**src/rtl/pwm_timebase.sv**
```systemverilog
module pwm_timebase #(
  parameter int CW = 8,
  parameter int HW = 8
) (
  input  logic             clk,
  input  logic             rst,
  input  logic [CW-1:0]    duty_i,
  output logic             pwm_o,
  output logic [HW+CW-1:0] stamp_o,
  output logic [CW-1:0]    count_o,
  output logic             up_o,
  output logic             at_top_o,
  output logic             at_bottom_o
);
  localparam int SW = HW + CW;
  localparam logic [CW-1:0] TOP     = {CW{1'b1}};
  localparam logic [CW-1:0] PRE_TOP = TOP - 1'b1;
  localparam logic [CW-1:0] BOT     = '0;
  localparam logic [CW-1:0] PRE_BOT = BOT + 1'b1;

  logic [CW-1:0] cnt_q, duty_q, cnt_nx, low;
  logic [HW-1:0] hi_q;
  logic          up_q, turn_top, turn_bot;

  assign cnt_nx   = up_q ? cnt_q + 1'b1 : cnt_q - 1'b1;
  assign turn_top = up_q && (cnt_nx == TOP);
  assign turn_bot = !up_q && (cnt_nx == BOT);

  always_ff @(posedge clk) begin
    if (rst) begin
      cnt_q  <= BOT;
      up_q   <= 1'b1;
      hi_q   <= '0;
      duty_q <= '0;
    end else begin
      cnt_q <= cnt_nx;
      if (turn_top)      up_q <= 1'b0;
      else if (turn_bot) up_q <= 1'b1;
      if (turn_top || turn_bot) hi_q <= hi_q + 1'b1;
      if (cnt_q == BOT) duty_q <= duty_i;
    end
  end

  assign low         = up_q ? cnt_q : (~cnt_q) + 1'b1;
  assign stamp_o     = {hi_q, low};
  assign pwm_o       = cnt_q < duty_q;
  assign count_o     = cnt_q;
  assign up_o        = up_q;
  assign at_top_o    = cnt_q == TOP;
  assign at_bottom_o = cnt_q == BOT;

  assert_rise_step_R2: assert property (@(posedge clk) disable iff (rst)
    (up_q && cnt_q != TOP) |=> (cnt_q == $past(cnt_q) + 1'b1));

  assert_fall_step_R2: assert property (@(posedge clk) disable iff (rst)
    (!up_q && cnt_q != BOT) |=> (cnt_q == $past(cnt_q) - 1'b1));

  assert_flip_at_top_R3: assert property (@(posedge clk) disable iff (rst)
    (up_q && cnt_q == PRE_TOP) |=> (!up_o && at_top_o));

  assert_flip_at_bottom_R3: assert property (@(posedge clk) disable iff (rst)
    (!up_q && cnt_q == PRE_BOT) |=> (up_o && at_bottom_o));

  assert_hi_advance_R4: assert property (@(posedge clk) disable iff (rst)
    (up_q && cnt_q == PRE_TOP) |=> (stamp_o[SW-1:CW] == $past(stamp_o[SW-1:CW]) + 1'b1));

  assert_stamp_step_R6: assert property (@(posedge clk) disable iff (rst)
    1'b1 |=> (((stamp_o - $past(stamp_o)) == SW'(1)) || ((stamp_o - $past(stamp_o)) == SW'(3))));

  assert_duty_hold_R8: assert property (@(posedge clk) disable iff (rst)
    (cnt_q != BOT) |=> $stable(duty_q));

  assert_zero_duty_low_R9: assert property (@(posedge clk) disable iff (rst)
    (duty_q == '0) |-> !pwm_o);

  assert_strobe_excl_R10: assert property (@(posedge clk) disable iff (rst)
    $onehot0({at_top_o, at_bottom_o}));
endmodule

```
**config.mk**
```make
export PLATFORM = sky130hd
export DESIGN_NAME = pwm_timebase
export DESIGN_NICKNAME = d
export VERILOG_FILES = /design/src/rtl/pwm_timebase.sv
export SDC_FILE = /design/constraint.sdc
export NUM_CORES = 1
export LEC_CHECK = 0
export ABC_AREA = 1
export BUFFER_PORTS_ARGS = -buffer_cell sky130_fd_sc_hd__buf_2
export CAP_MARGIN = 20
export CORE_MARGIN = 1.5
export CORE_UTILIZATION = 30
export CTS_BUF_LIST = sky130_fd_sc_hd__clkbuf_8
export DETAILED_ROUTE_END_ITERATION = 7
export PLACE_DENSITY = 0.48
export SLEW_MARGIN = 25
export SYNTH_ARGS = -nofsm -noshare
export SYNTH_HDL_FRONTEND = slang
export SYNTH_SLANG_ARGS = --single-unit
export TNS_END_PERCENT = 10
```
**constraint.sdc**
```tcl
create_clock -name clk -period 3.1 [get_ports clk]
set_clock_uncertainty 0.15 [all_clocks]
set_input_delay 0.31 -clock clk [delete_from_list [all_inputs] [get_ports clk]]
set_output_delay 0.31 -clock clk [all_outputs]
set_load 0.02 [all_outputs]
```
==> results_dict.tcl <==
set metrics [dict create \
    fin_tns_setup_ns 0 \
    cts_hold_buf 0 \
    die_area_sq_um 6590 \
    initial_core_util_pct 31.0 \
    post_cts_buffers 0 \
    postSynthAreaPerCell_sq_um 6.69 \
    post-route-min-period_ns 2.65 \
    p_per_area_nw_per_um2 320 \
    die_x_um 81.2 \
    overflow 0 \
    grt_pass1_wl_um 7110 \
    synth.area.top_cells "dfxtp_1 27%, ha_1 12%, nand2_1 12%, inv_1 8.4%, nor2_1 7.6%" \
    whs_endpoint "duty_q[2]$_SDFFE_PP0P_" \
    worstMarginPinSlew_ns 0.827 \
    arrival_ns 2.19 \
    rsz0062_at_grt "no" \
    reg2reg_depth 14 \
    grt_pass1_vias 1561 \
    synth_edf_count 0 \
    antenna_found_initial 0 \
    grtUsageTotal_pct 13.7 \
    fmax_mhz 377 \
    final_antenna_net_count 0 \
    ys.flop_type "dfxtp_1" \
    htree_levels 1 \
    die_h_um 81.2 \
    gp_congestion 0.735 \
    reg2reg_from "up_o$_SDFFE_PP1P_" \
    fp-row-count 28 \
    setup_viol 0 \
    drive_above_1_share_pct 19.9 \
    synth.largest_area_cell "dfxtp_1" \
    areaGrowthSynthToFinish_pct 15.9 \
    grt_max_degree 18 \
    min_from "duty_i[2]" \
    drv_cap 0 \
    via_per_inst 4.50 \
    io_buffers 37 \
    insertion_delay_ns 0.27 \
    layoutNonFillerInstCount 386 \
    vias 1738 \
    ctsLongestPathBuffers 2 \
    core_sq_um 5920 \
    yosysTopAreaCellShare_pct 27.3 \
    worstPathMaxFanout 17 \
    finalCritPeriodShare_pct 85.6 \
    drt-initial-drc-count 66 \
    cts_tree "yes" \
    nNetsFinal 341 \
    drc 0 \
    status "completed" \
    clk_pin_slew_ns 0.09 \
    maxSlewViolCount 0 \
    whs_path_depth 3 \
    synth-seq-cells 25 \
    clock_sinks 25 \
    cp.required_ns 2.64 \
    relSlewSlack_pct 44.6 \
    end_kind "primary output" \
    synth_cell_types 30 \
    r2r_end "hi_q[2]$_SDFFE_PP0P_" \
    synth_fp_nets 303 \
    first_pass_iters 4 \
    yosys_warnings 0 \
    r2r_slack_ns 0.61 \
    synth_area_sq_um 1830 \
    setup.worst_path.class "flop to primary output" \
    peakVddDrop_uv 208 \
    async_flop_share_pct 0 \
    worstSetupStartpointType "flop" \
    diodes 0 \
    p_leak_nw 1.13 \
    hold_viol_final 0 \
    routedWlPerCell_um 10.8 \
    dp.cells 382 \
    clock-root-buffer "clkbuf_8" \
    syn_inst 274 \
    hp-class "primary input to flop" \
    pin_count 38 \
    yosys-top-cells-count "57 x nand2_1, 41 x inv_1, 37 x nor2_1, 25 x dfxtp_1, 24 x nand3_1" \
    wl_um 4160 \
    fillers 667 \
    hpwl_um 3280 \
    ys_seq_area_share_pct 27.3 \
    numCtsBuffers 3 \
    yosysMostFrequentCell "nand2_1" \
    cts_resized 0 \
]
-- critical path, stage by stage (launching register included) --
cell	delay, ns
dfxtp_1	0.43
inv_1	0.15
ha_1	0.17
nand2_1	0.07
nor2_1	0.09
nand2_1	0.08
nor3_2	0.63
buf_2	0.30
-- cell type report --
| cell class | instances | area [sq um] | area share [%] |
|---|---|---|---|
| clock inverter | 1 | 5.00 | 0.236 |
| inverter | 43 | 161 | 7.60 |
| tap | 75 | 93.8 | 4.42 |
| sequential | 25 | 500 | 23.6 |
| multi-input combinational | 201 | 1130 | 53.2 |
| clock buffer | 3 | 41.3 | 1.94 |
| timing repair buffer | 38 | 193 | 9.07 |
-- cell families after synthesis --
kind of cell	Yosys count	share of synthesized area (%)
AND/OR/NAND/NOR	138	33.5
flip-flops	25	27.3
adder cells (fa/ha/maj)	19	13.4
XOR/XNOR	7	3.75
AO/OA/AOI/OAI	37	11.0
buffers and inverters	48	11.1
-- state kept, by name (all words and copies together) (netlist names) --
register  cells
up_o          1
hi_q          8
count_o       8
duty_q        8
-- power by group --
part	total, mW	internal (mW)	switching (mW)
combinational	0.131	0.0485	0.0827
sequential	0.353	0.339	0.0146
clock	0.195	0.0899	0.105
total	0.680	0.477	0.203
-- routing by layer --
layer  GRT usage, %  wire (um)  share of wire (%)
met5              0          0                  0
met4           1.03          0                  0
met3           3.15        155                3.7
met2           23.3       1910                 46
met1           18.3       2100                 50
-- worst max-delay path by stage --
stage / slack (ns) / end / cells past startpoint / start
global placement: 0.65 / hi_q[2]$_SDFFE_PP0P_ / 11 / up_o$_SDFFE_PP1P_
global route: 0.17 / at_bottom_o / 7 / count_o[0]$_SDFF_PP0_
CTS: 0.39 / at_bottom_o / 7 / count_o[0]$_SDFF_PP0_
floorplan: 0.60 / hi_q[4]$_SDFFE_PP0P_ / 12 / up_o$_SDFFE_PP1P_
detailed placement: 0.61 / hi_q[2]$_SDFFE_PP0P_ / 14 / up_o$_SDFFE_PP1P_
finish: 0.45 / at_bottom_o / 7 / count_o[0]$_SDFF_PP0_
-- layout by cell type (no fill, tap or decap), drive strengths merged --
cell,instances
nand2,64
inv,43
nor2,40
buf,38
nand3,27
dfxtp,25
a21oi,24
ha,18
o21ai,11
xor2,5
nor3,4
clkbuf,3
xnor2,2
nand4,1
nor4,1
a21boi,1
o211ai,1
nor2b,1
fa,1
clkinv,1
-- metrics by stage --
| stage | hold slack (ns) | util (%) | instance area [sq um] | total power [mW] | setup slack (ns) |
|---|---|---|---|---|---|
| floorplan | 0.287 | - | 1830 | 0.457 | 0.605 |
| global placement | 0.332 | 35.1 | 2080 | 0.493 | 0.647 |
| detailed placement | 0.335 | 35.1 | 2080 | 0.494 | 0.612 |
| CTS | 0.108 | 35.9 | 2120 | 0.693 | 0.393 |
| global route | 0.105 | 35.9 | 2120 | 0.732 | 0.165 |
| finish | 0.114 | 35.9 | 2120 | 0.680 | 0.446 |
(Power assumes the default switching activity.)
